===== src/rtl/ppsd_pkg.sv =====
package ppsd_pkg;

  typedef enum logic [2:0] {
    PH_IDLE,
    PH_CLEAR,
    PH_LOAD,
    PH_COUNT,
    PH_GATE
  } phase_e;

  // clamp a digit to 9, then take its nines complement
  function automatic logic [3:0] nines_comp(input logic [3:0] d);
    logic [3:0] c;
    c = (d > 4'd9) ? 4'd9 : d;
    return 4'd9 - c;
  endfunction

endpackage


===== src/rtl/ppsd_decade.sv =====
module ppsd_decade (
  input  logic       clk,
  input  logic       rst_n,
  input  logic       clr,
  input  logic       load,
  input  logic [3:0] load_val,
  input  logic       step,
  output logic [3:0] q,
  output logic       is_nine
);

  always_ff @(posedge clk) begin
    if (!rst_n)     q <= 4'd0;
    else if (clr)   q <= 4'd0;
    else if (load)  q <= load_val;
    else if (step)  q <= (q == 4'd9) ? 4'd0 : q + 4'd1;
  end

  assign is_nine = (q == 4'd9);

  // a clamped load never leaves a non-decimal code in a decade
  a_r9_digit_range: assert property (@(posedge clk) disable iff (!rst_n)
    q <= 4'd9);

endmodule


===== src/rtl/ppsd_chain.sv =====
module ppsd_chain #(
  parameter int NUM_DIGITS = 6
) (
  input  logic                    clk,
  input  logic                    rst_n,
  input  logic                    clr,
  input  logic                    load,
  input  logic                    step,
  input  logic [4*NUM_DIGITS-1:0] dial,
  output logic [4*NUM_DIGITS-1:0] count,
  output logic                    all_nines
);
  import ppsd_pkg::*;

  logic [NUM_DIGITS-1:0] nine;
  logic [NUM_DIGITS-1:0] carry;

  for (genvar i = 0; i < NUM_DIGITS; i++) begin : g_dec
    if (i == 0) begin : g_lsd
      assign carry[i] = step;
    end else begin : g_upper
      assign carry[i] = carry[i-1] & nine[i-1];
    end

    ppsd_decade u_dec (
      .clk      (clk),
      .rst_n    (rst_n),
      .clr      (clr),
      .load     (load),
      .load_val (nines_comp(dial[4*i +: 4])),
      .step     (carry[i]),
      .q        (count[4*i +: 4]),
      .is_nine  (nine[i])
    );
  end

  assign all_nines = &nine;

endmodule


===== src/rtl/ppsd_seq.sv =====
module ppsd_seq #(
  parameter int CLEAR_CYC = 13,
  parameter int LOAD_CYC  = 5,
  parameter int GATE_CYC  = 10
) (
  input  logic            clk,
  input  logic            rst_n,
  input  logic            rise,
  input  logic            tick,
  input  logic            all_nines,
  output ppsd_pkg::phase_e phase,
  output logic            clr,
  output logic            load,
  output logic            cnt_en,
  output logic            fire
);
  import ppsd_pkg::*;

  localparam int TMAX = (CLEAR_CYC > LOAD_CYC)
                        ? ((CLEAR_CYC > GATE_CYC) ? CLEAR_CYC : GATE_CYC)
                        : ((LOAD_CYC > GATE_CYC) ? LOAD_CYC : GATE_CYC);
  localparam int TW = $clog2(TMAX + 1);

  logic [TW-1:0] tmr;

  always_ff @(posedge clk) begin
    if (!rst_n) begin
      phase <= PH_IDLE;
      tmr   <= '0;
    end else if (rise) begin
      phase <= PH_CLEAR;
      tmr   <= '0;
    end else begin
      unique case (phase)
        PH_CLEAR: begin
          if (tmr == TW'(CLEAR_CYC - 1)) begin
            phase <= PH_LOAD;
            tmr   <= '0;
          end else tmr <= tmr + 1'b1;
        end
        PH_LOAD: begin
          if (tmr == TW'(LOAD_CYC - 1)) begin
            phase <= PH_COUNT;
            tmr   <= '0;
          end else tmr <= tmr + 1'b1;
        end
        PH_COUNT: begin
          if (all_nines) begin
            phase <= PH_GATE;
            tmr   <= '0;
          end
        end
        PH_GATE: begin
          if (tick || tmr == TW'(GATE_CYC - 1)) begin
            phase <= PH_IDLE;
            tmr   <= '0;
          end else tmr <= tmr + 1'b1;
        end
        default: begin
          phase <= PH_IDLE;
          tmr   <= '0;
        end
      endcase
    end
  end

  assign clr    = (phase == PH_CLEAR);
  assign load   = (phase == PH_LOAD);
  assign cnt_en = (phase == PH_COUNT) && tick && !all_nines;
  assign fire   = (phase == PH_GATE) && tick;

  // a master rise always lands in the clear phase
  a_r10_restart: assert property (@(posedge clk) disable iff (!rst_n)
    rise |=> phase == PH_CLEAR);

  // the load phase only follows a completed clear phase
  a_r3_load_after_clear: assert property (@(posedge clk) disable iff (!rst_n)
    (phase == PH_LOAD && $past(phase) != PH_LOAD) |-> $past(phase) == PH_CLEAR);

endmodule


===== src/rtl/ppsd_pulse.sv =====
module ppsd_pulse #(
  parameter int PULSE_CYC = 2
) (
  input  logic clk,
  input  logic rst_n,
  input  logic fire,
  output logic pulse
);
  localparam int PW = $clog2(PULSE_CYC + 1);

  logic [PW-1:0] left;

  always_ff @(posedge clk) begin
    if (!rst_n)          left <= '0;
    else if (fire)       left <= PW'(PULSE_CYC);
    else if (left != '0) left <= left - 1'b1;
  end

  assign pulse = (left != '0);

endmodule


===== src/rtl/pps_preset_delay.sv =====
module pps_preset_delay #(
  parameter int NUM_DIGITS = 6,
  parameter int CLEAR_CYC  = 13,
  parameter int LOAD_CYC   = 5,
  parameter int GATE_CYC   = 10,
  parameter int PULSE_CYC  = 2
) (
  input  logic                    clk,
  input  logic                    rst_n,
  input  logic                    tick_1m,
  input  logic                    pps_in,
  input  logic [4*NUM_DIGITS-1:0] dial_bcd,
  output logic                    pps_out,
  output logic                    gate_win,
  output logic                    busy
);
  import ppsd_pkg::*;

  localparam int CW = 4 * NUM_DIGITS;

  logic            pps_q;
  logic            rise;
  phase_e          phase;
  logic            clr, load, cnt_en, fire;
  logic [CW-1:0]   count;
  logic            all_nines;

  always_ff @(posedge clk) begin
    if (!rst_n) pps_q <= 1'b0;
    else        pps_q <= pps_in;
  end

  assign rise = pps_in & ~pps_q;

  ppsd_seq #(
    .CLEAR_CYC (CLEAR_CYC),
    .LOAD_CYC  (LOAD_CYC),
    .GATE_CYC  (GATE_CYC)
  ) u_seq (
    .clk       (clk),
    .rst_n     (rst_n),
    .rise      (rise),
    .tick      (tick_1m),
    .all_nines (all_nines),
    .phase     (phase),
    .clr       (clr),
    .load      (load),
    .cnt_en    (cnt_en),
    .fire      (fire)
  );

  ppsd_chain #(.NUM_DIGITS(NUM_DIGITS)) u_chain (
    .clk       (clk),
    .rst_n     (rst_n),
    .clr       (clr),
    .load      (load),
    .step      (cnt_en),
    .dial      (dial_bcd),
    .count     (count),
    .all_nines (all_nines)
  );

  ppsd_pulse #(.PULSE_CYC(PULSE_CYC)) u_pulse (
    .clk   (clk),
    .rst_n (rst_n),
    .fire  (fire),
    .pulse (pps_out)
  );

  assign gate_win = (phase == PH_GATE);
  assign busy     = (phase != PH_IDLE);

  // the counter reads zero once the clear phase has run a cycle
  a_r2_clear_zero: assert property (@(posedge clk) disable iff (!rst_n)
    (phase == PH_CLEAR && $past(phase) == PH_CLEAR) |-> count == '0);

  // no enable, no step while counting
  a_r5_hold_no_tick: assert property (@(posedge clk) disable iff (!rst_n)
    (phase == PH_COUNT && !tick_1m && !rise) |=> $stable(count));

  // the output pulse is launched only from the gate window
  a_r6_from_gate: assert property (@(posedge clk) disable iff (!rst_n)
    $rose(pps_out) |-> $past(gate_win));

  // pulse width of two clocks
  a_r7_pulse_two: assert property (@(posedge clk) disable iff (!rst_n)
    $rose(pps_out) |=> pps_out);
  a_r7_pulse_end: assert property (@(posedge clk) disable iff (!rst_n)
    (pps_out && $past(pps_out)) |=> !pps_out);

  // idle stays idle without a new rise
  a_r8_stay_idle: assert property (@(posedge clk) disable iff (!rst_n)
    (phase == PH_IDLE && !rise) |=> phase == PH_IDLE);

endmodule


===== config.mk =====
export PLATFORM = sky130hd
export DESIGN_NAME = pps_preset_delay
export DESIGN_NICKNAME = d
export VERILOG_FILES = /design/src/rtl/ppsd_pkg.sv /design/src/rtl/ppsd_decade.sv /design/src/rtl/ppsd_chain.sv /design/src/rtl/ppsd_seq.sv /design/src/rtl/ppsd_pulse.sv /design/src/rtl/pps_preset_delay.sv
export SDC_FILE = /design/constraint.sdc
export NUM_CORES = 1
export LEC_CHECK = 0
export CAP_MARGIN = 5
export CORE_UTILIZATION = 59
export CTS_CLUSTER_SIZE = 8
export DETAILED_ROUTE_END_ITERATION = 7
export PLACE_DENSITY = 0.95
export SYNTH_ARGS = -nofsm -noshare
export SYNTH_HDL_FRONTEND = slang
export SYNTH_SLANG_ARGS = --single-unit

===== constraint.sdc =====
create_clock -name clk -period 3.8 [get_ports clk]
set_clock_uncertainty 0.05 [all_clocks]
set_input_delay 0.38 -clock clk [delete_from_list [all_inputs] [get_ports clk]]
set_output_delay 0.38 -clock clk [all_outputs]
set_load 0.01 [all_outputs]

==> results of run 1 <==
==> critical path, stage by stage (launching register included) <==
cell	delay, ns
dfxtp_1	0.49
nor3b_1	0.42
clkdlybuf4s50_1	0.62
==> cell usage after synthesis (2+ instances only) <==
cell type,n,share of area
nor3b_1,3,0.0099
and2_1,7,0.019
nand4b_1,2,0.0077
xor2_1,6,0.023
nand4bb_4,2,0.024
ha_1,9,0.050
nand4_1,6,0.017
a221oi_1,3,0.012
nor2_1,12,0.020
nand3b_1,2,0.0066
and4bb_2,2,0.011
nand2b_1,15,0.041
nor2b_1,6,0.017
clkbuf_1,8,0.013
nor3_1,3,0.0066
a211oi_1,6,0.020
and3_1,4,0.011
or2_2,2,0.0055
a21oi_1,22,0.049
o21a_1,8,0.026
o221ai_1,2,0.0077
dfxtp_1,34,0.30
mux2i_1,3,0.013
or3_1,3,0.0083
and3b_1,2,0.0077
o21ai_0,19,0.042
nand4bb_1,2,0.0099
nand3_1,9,0.020
a21boi_0,2,0.0066
xnor2_1,11,0.042
inv_1,8,0.013
nand2_1,15,0.025
a31oi_1,5,0.014
nor4bb_1,2,0.0088
o32a_1,2,0.0088
==> kinds of logic (layout without fill, tap and decap cells) <==
kind of cell               count (synthesis)  after routing  share of synthesized area
DFF                                       34             34                      0.300
adders and majority gates                  9              9                     0.0496
and+or+nand+nor                          103            103                      0.292
buffers and inverters                     19             49                     0.0342
muxes                                      4              4                     0.0182
xor gates and xnor gates                  17             17                     0.0656
AOI/OAI and AO/OA                         83             83                      0.241
==> metal layers <==
layer | global-route usage | routed length [um]
met4 | 0.156 | 96
met3 | 0.0518 | 219
met1 | 0.340 | 2220
met2 | 0.441 | 2410
met5 | 0 | 0
==> flip-flops by register name, summed over array words and instances (netlist names) <==
signal and cells:
pps_q 1, u_chain.g_dec.u_dec.q 24, u_seq.tmr 4, u_pulse.left 2
u_seq.phase 3
==> area by class of cell <==
type | count | area (um^2)
well taps | 48 | 60.1
flip-flops and latches | 34 | 681
multi-input cells | 216 | 1510
clock buffers | 7 | 86.3
inverters | 8 | 30.0
fillers | 298 | 992
repair buffers | 33 | 323
clock inverters | 1 | 5.00
==> how the worst max path moves through the flow <==
stage	to	slack (ns)
after floorplan	u_seq.tmr[3]	2.02
after global placement	u_chain.g_dec[2].u_dec.q[3]	1.54
after detailed placement	u_chain.g_dec[2].u_dec.q[3]	1.51
after CTS	u_chain.g_dec[3].u_dec.q[0]	1.56
after global routing	u_chain.g_dec[3].u_dec.q[0]	1.40
final	gate_win	1.55
==> stage by stage <==
step / utilization / hold slack (ns) / area, um^2 / setup WS, ns
floorplan: - / 0.357 / 2270 / 2.02
global placement: 0.706 / 0.375 / 2610 / 1.54
detailed placement: 0.706 / 0.372 / 2610 / 1.51
CTS: 0.731 / 0.388 / 2700 / 1.56
global route: 0.731 / 0.421 / 2700 / 1.40
finish: 0.731 / 0.395 / 2700 / 1.55
==> power groups by stage <==
stage | sequential [mW] | clock [mW] | combinational [mW]
2_1_floorplan | 0.368 | 0 | 0.0383
3_3_place_gp | 0.368 | 0 | 0.0786
3_5_place_dp | 0.368 | 0 | 0.0815
4_1_cts | 0.360 | 0.281 | 0.0821
5_1_grt | 0.361 | 0.299 | 0.0911
6_report | 0.360 | 0.281 | 0.0817
==> impl_metrics.csv, run 1 <==
group,metric,value,unit
outcome,outcome,"completed",
setup_path,crit_type,"register to output port",
synthesis,synthCells,269,
clocking,clock-sinks,34,
floorplan,initial_core_util,0.615,
power,ir_drop,247,uV
timing,fmax,444,MHz
worst_hold_path,hp-class,"register to register",
timing,period_needed,2.25,ns
worst_hold_path,min_path_cells,1,
synthesis,synthDistinctLibCells,57,
timing,maxSlewViolCount,0,
timing,relSlewSlack,0.313,
synthesis,synth_warnings,0,
timing,setup_violations,0,
route,wl_per_cell,14.3,um
setup_path,endpoint_kind,"output port",
placed_design,place_inst,339,
global_routing,track_usage,0.274,
clocking,cts-root-buf,"clkbuf_8",
global_routing,grt_max_degree,27,
power,clockPowerShare,0.388,
power,total_power,0.723,mW
power,power.switching,0.172,mW
final_layout,most-common-layout-cells,"dfxtp_1, clkdlybuf4s50_1, a21oi_1",
global_routing,gr-total-overflow,0,
power,p_leak,0.870,nW
timing,finalCritPeriodShare,0.592,
clocking,clk_pin_slew_worst_paths,0.07,ns
floorplan,die_area,4100,um^2
route,routed_wl,4950,um
synthesis,ys_ff_latch,34,
power,comb_power_share,0.113,
route,routed-via-count,2115,
floorplan,die_w,64.0,um
clocking,clockBufferDepth,2,
global_routing,antenna_found_initial,0,
timing,hold_viol_final,0,
floorplan,placementRows,22,
clocking,post_cts_buffers,0,
timing,tns,0,ns
run,maxCapViolCount,0,
synthesis,synthFlopType,"dfxtp_1",
setup_path,required,3.37,ns
setup_path,crit_path_start,"u_seq.phase[2]",
clocking,clock_latency,0.29,ns
final_layout,nets,335,
synthesis,synthesis.nets,306,
placed_design,dp_hpwl,3540,um
placed_design,routabilityCongestion,0.837,
worst_hold_path,hold-path-endpoint,"u_pulse.left[0]",
final_layout,finalNonFillerCells,347,
synthesis,async_flop_share,0,
clocking,ctsResizeCount,0,
route,firstDrtPassIters,4,
placed_design,port_buffers,30,
final_layout,diodes,0,
floorplan,die_h,64.0,um
clocking,cts_tree,"done",
setup_path,r2r_end,"u_chain.g_dec[3].u_dec.q[0]",
setup_path,critPathMaxFanout,10,
clocking,ctsHoldBuffers,0,
setup_path,reg2reg_from,"u_seq.phase[1]",
synthesis,avgSynthCellArea,8.44,um^2
timing,worstMarginPinSlew,1.03,ns
clocking,cts.htree.levels,2,
floorplan,io_pins,31,
setup_path,start_kind,"register",
final_layout,drive_gt1_frac,0.0736,
route,via_per_inst,6.10,
worst_hold_path,worstHoldStart,"u_pulse.left[0]",
synthesis,synth_edf_count,0,
power,powerDensity,268,nW/um^2
timing,rsz0062_at_grt,"no",
route,ant_nets,0,
synthesis,syn_area,2270,um^2
setup_path,worstPathArrival,1.82,ns
setup_path,ff2ff_setup_slack,1.55,ns
power,seqPwrFrac,0.499,
route,drc,0,
global_routing,grt_pass1_wl,8660,um
synthesis,yosysSeqAreaShare,0.300,
floorplan,fp.coreArea,3690,um^2
clocking,cts_made_buffers,5,
final_layout,final_common_cell,"dfxtp_1",
final_layout,area_delta_synth_final,18.8,%
route,drt_iter0_drc,153,
setup_path,r2r_cells,5,
power,internal-power,0.551,mW
power,swShare,0.237,
global_routing,grt_pass1_vias,2001,
Note: power is estimated with default switching activity, not from simulation.
==> inputs of run 2 (changes only) <==
--- a/config.mk
+++ b/config.mk
@@ -6,10 +6,10 @@
 export NUM_CORES = 1
 export LEC_CHECK = 0
 export CAP_MARGIN = 5
-export CORE_UTILIZATION = 59
+export CORE_UTILIZATION = 50
 export CTS_CLUSTER_SIZE = 8
 export DETAILED_ROUTE_END_ITERATION = 7
-export PLACE_DENSITY = 0.95
+export PLACE_DENSITY = 0.87
 export SYNTH_ARGS = -nofsm -noshare
 export SYNTH_HDL_FRONTEND = slang
 export SYNTH_SLANG_ARGS = --single-unit
==> constraint.sdc (replaced) <==
create_clock -name clk -period 1.9 [get_ports clk]
set_clock_uncertainty 0.05 [all_clocks]
set_input_delay 0.19 -clock clk [delete_from_list [all_inputs] [get_ports clk]]
set_output_delay 0.19 -clock clk [all_outputs]
set_load 0.01 [all_outputs]
==> run 2 against run 1 <==
Design area grew 12%. Sequential share of layout area shrank 2.6 points. Clock power grew 100%. Non-clock buffer count grew 33. Utilization shrank 3.8 points. Critical endpoint is now u_seq.tmr[3]. Highest routed layer unchanged.
==> impl_metrics.csv, run 2 (synthesis results as in run 1) <==
group,metric,value,unit
floorplan,fp.coreArea,4350,um^2
clocking,cts_tree,"done",
clocking,cts-root-buf,"clkbuf_8",
clocking,ctsHoldBuffers,0,
timing,period_needed,1.85,ns
floorplan,die_w,69.4,um
final_layout,fin_area,3020,um^2
placed_design,routabilityCongestion,0.860,
route,drc,0,
setup_path,start_kind,"register",
floorplan,die_h,69.4,um
power,internal-power,1.11,mW
worst_hold_path,hp-class,"primary input to register",
placed_design,port_buffers,30,
setup_path,r2r_cells,6,
final_layout,most-common-layout-cells,"buf_4, dfxtp_1, clkdlybuf4s50_1",
final_layout,multiInputGateArea,1580,um^2
setup_path,endpoint,"u_seq.tmr[3]",
final_layout,largest_reg_flops,24,
global_routing,grt_pass1_vias,2213,
clocking,cts.htree.levels,2,
global_routing,grt_pass1_wl,9920,um
setup_path,crit_type,"register to register",
clocking,clock-sinks,34,
final_layout,diodes,0,
clocking,clk_pin_slew_worst_paths,0.07,ns
setup_path,worstPathCellList,"nand4bb_4 -> or3_4 -> o21a_4 -> o21ai_0 -> buf_4 -> a21oi_1",
setup_path,required,2.03,ns
setup_path,crit_cells,6,
setup_path,critPathSlowestCell,"or3_4",
setup_path,crit_path_max_incr_delay,0.45,ns
setup_path,r2r_end,"u_seq.tmr[3]",
route,ant_nets,0,
floorplan,initial_core_util,0.521,
final_layout,nets,368,
final_layout,nFillCells,329,
placed_design,dp_hpwl,4080,um
timing,fmax,540,MHz
timing,maxSlewViolCount,0,
clocking,clockBufferDepth,2,
timing,hold_viol_final,0,
timing,setup_violations,0,
timing,worstMarginPinSlew,0.378,ns
setup_path,crit_family,"simple AND/OR/NAND/NOR gates",
floorplan,die_area,4810,um^2
final_layout,final_common_cell,"buf_4",
clocking,cts_made_buffers,5,
global_routing,grt_max_degree,26,
global_routing,antenna_found_initial,0,
route,firstDrtPassIters,5,
final_layout,final_util,0.693,
final_layout,ff_latch_area,684,um^2
setup_path,endpoint_kind,"register",
timing,layout_setup_ws,0.0477,ns
setup_path,reg2reg_from,"u_chain.g_dec[2].u_dec.q[1]",
power,swShare,0.239,
floorplan,io_pins,31,
clocking,clock_latency,0.29,ns
route,routed-via-count,2321,
outcome,outcome,"completed",
route,routed_wl,6150,um
timing,finalCritPeriodShare,0.975,
placed_design,place_ws,-0.0646,ns
placed_design,place_area,2810,um^2
setup_path,worstPathArrival,1.98,ns
global_routing,gr-total-overflow,0,
final_layout,reg_top3,"u_chain.g_dec.u_dec.q (24), u_seq.tmr (4), u_seq.phase (3)",
run,maxCapViolCount,0,
route,wl_per_cell,16.0,um
setup_path,cp_num_buf_inv,1,
final_layout,area_delta_synth_final,33.0,%
power,seqPwrFrac,0.494,
route,via_per_inst,6.04,
setup_path,crit_path_start,"u_chain.g_dec[2].u_dec.q[1]",
global_routing,track_usage,0.253,
power,ir_drop,363,uV
final_layout,drive_gt1_frac,0.193,
power,powerDensity,483,nW/um^2
timing,tns,0,ns
setup_path,critPathMaxFanout,8,
power,clockPowerShare,0.388,
power,power.switching,0.349,mW
timing,relSlewSlack,0.745,
power,comb_power_share,0.118,
final_layout,regMostFlops,"u_chain.g_dec.u_dec.q",
route,drt_iter0_drc,262,
power,p_leak,1.05,nW
floorplan,placementRows,24,
setup_path,ff2ff_setup_slack,0.05,ns
run 2: changes by cell type in the layout (fill, tap and decap cells not counted), moves of 2 or more:
cell and delta:
buf_4 +31, dfxtp_1 -3, dfxtp_2 +3, nand4bb_1 -2, nand4bb_4 +2
run 2: repair_timing:
action                                 in CTS  in global routing
setup buffers                               0                  5
endpoints found under the hold margin       0                  0
resized for setup                           2                 10
setup endpoints to repair                   2                 15
gates cloned                                0                  1
pin swaps                                   1                  6
run 2: layout make-up:
| class | instances | share of cell area |
|---|---|---|
| Inverter | 8 | 0.00995 |
| Tap cell | 52 | 0.0215 |
| Timing Repair Buffer | 66 | 0.189 |
| Multi-Input combinational cell | 216 | 0.522 |
| Clock inverter | 1 | 0.00166 |
| Sequential cell | 34 | 0.227 |
| Clock buffer | 7 | 0.0286 |
run 2: per-stage QoR:
step | hold slack, ns | cells | total power [mW]
3_3_place_gp | 0.365 | 370 | 0.904
4_1_cts | 0.384 | 378 | 1.47
6_report | 0.419 | 384 | 1.46
2_1_floorplan | 0.233 | 269 | 0.812
3_5_place_dp | 0.375 | 370 | 0.908
5_1_grt | 0.432 | 384 | 1.52
run 2: worst min path at each step:
stage	from	endpoint	slack, ns	cells after the start
final	dial_bcd[16]	u_chain.g_dec[4].u_dec.q[0]	0.42	2
after global routing	u_pulse.left[0]	u_pulse.left[0]	0.43	1
after CTS	u_pulse.left[0]	u_pulse.left[0]	0.38	1
after detailed placement	u_pulse.left[0]	u_pulse.left[0]	0.37	1
after global placement	u_pulse.left[0]	u_pulse.left[0]	0.37	1
after floorplan	tick_1m	u_pulse.left[0]	0.23	1
run 2: layer usage:
layer  vias up  track usage  wire (um)
met5         -            0          0
met4         0       0.0930        133
met3        16       0.0567        373
met2        94        0.428       3140
met1      1092        0.312       2500
li1       1119            -          -
run 2: power groups by stage:
stage                     Clock [mW]  Combinational, mW  Sequential [mW]
after floorplan                    0             0.0766            0.736
after CTS                      0.574              0.172            0.721
final                          0.566              0.172            0.722
after global routing           0.610              0.190            0.722
after global placement             0              0.167            0.737
after detailed placement           0              0.171            0.737
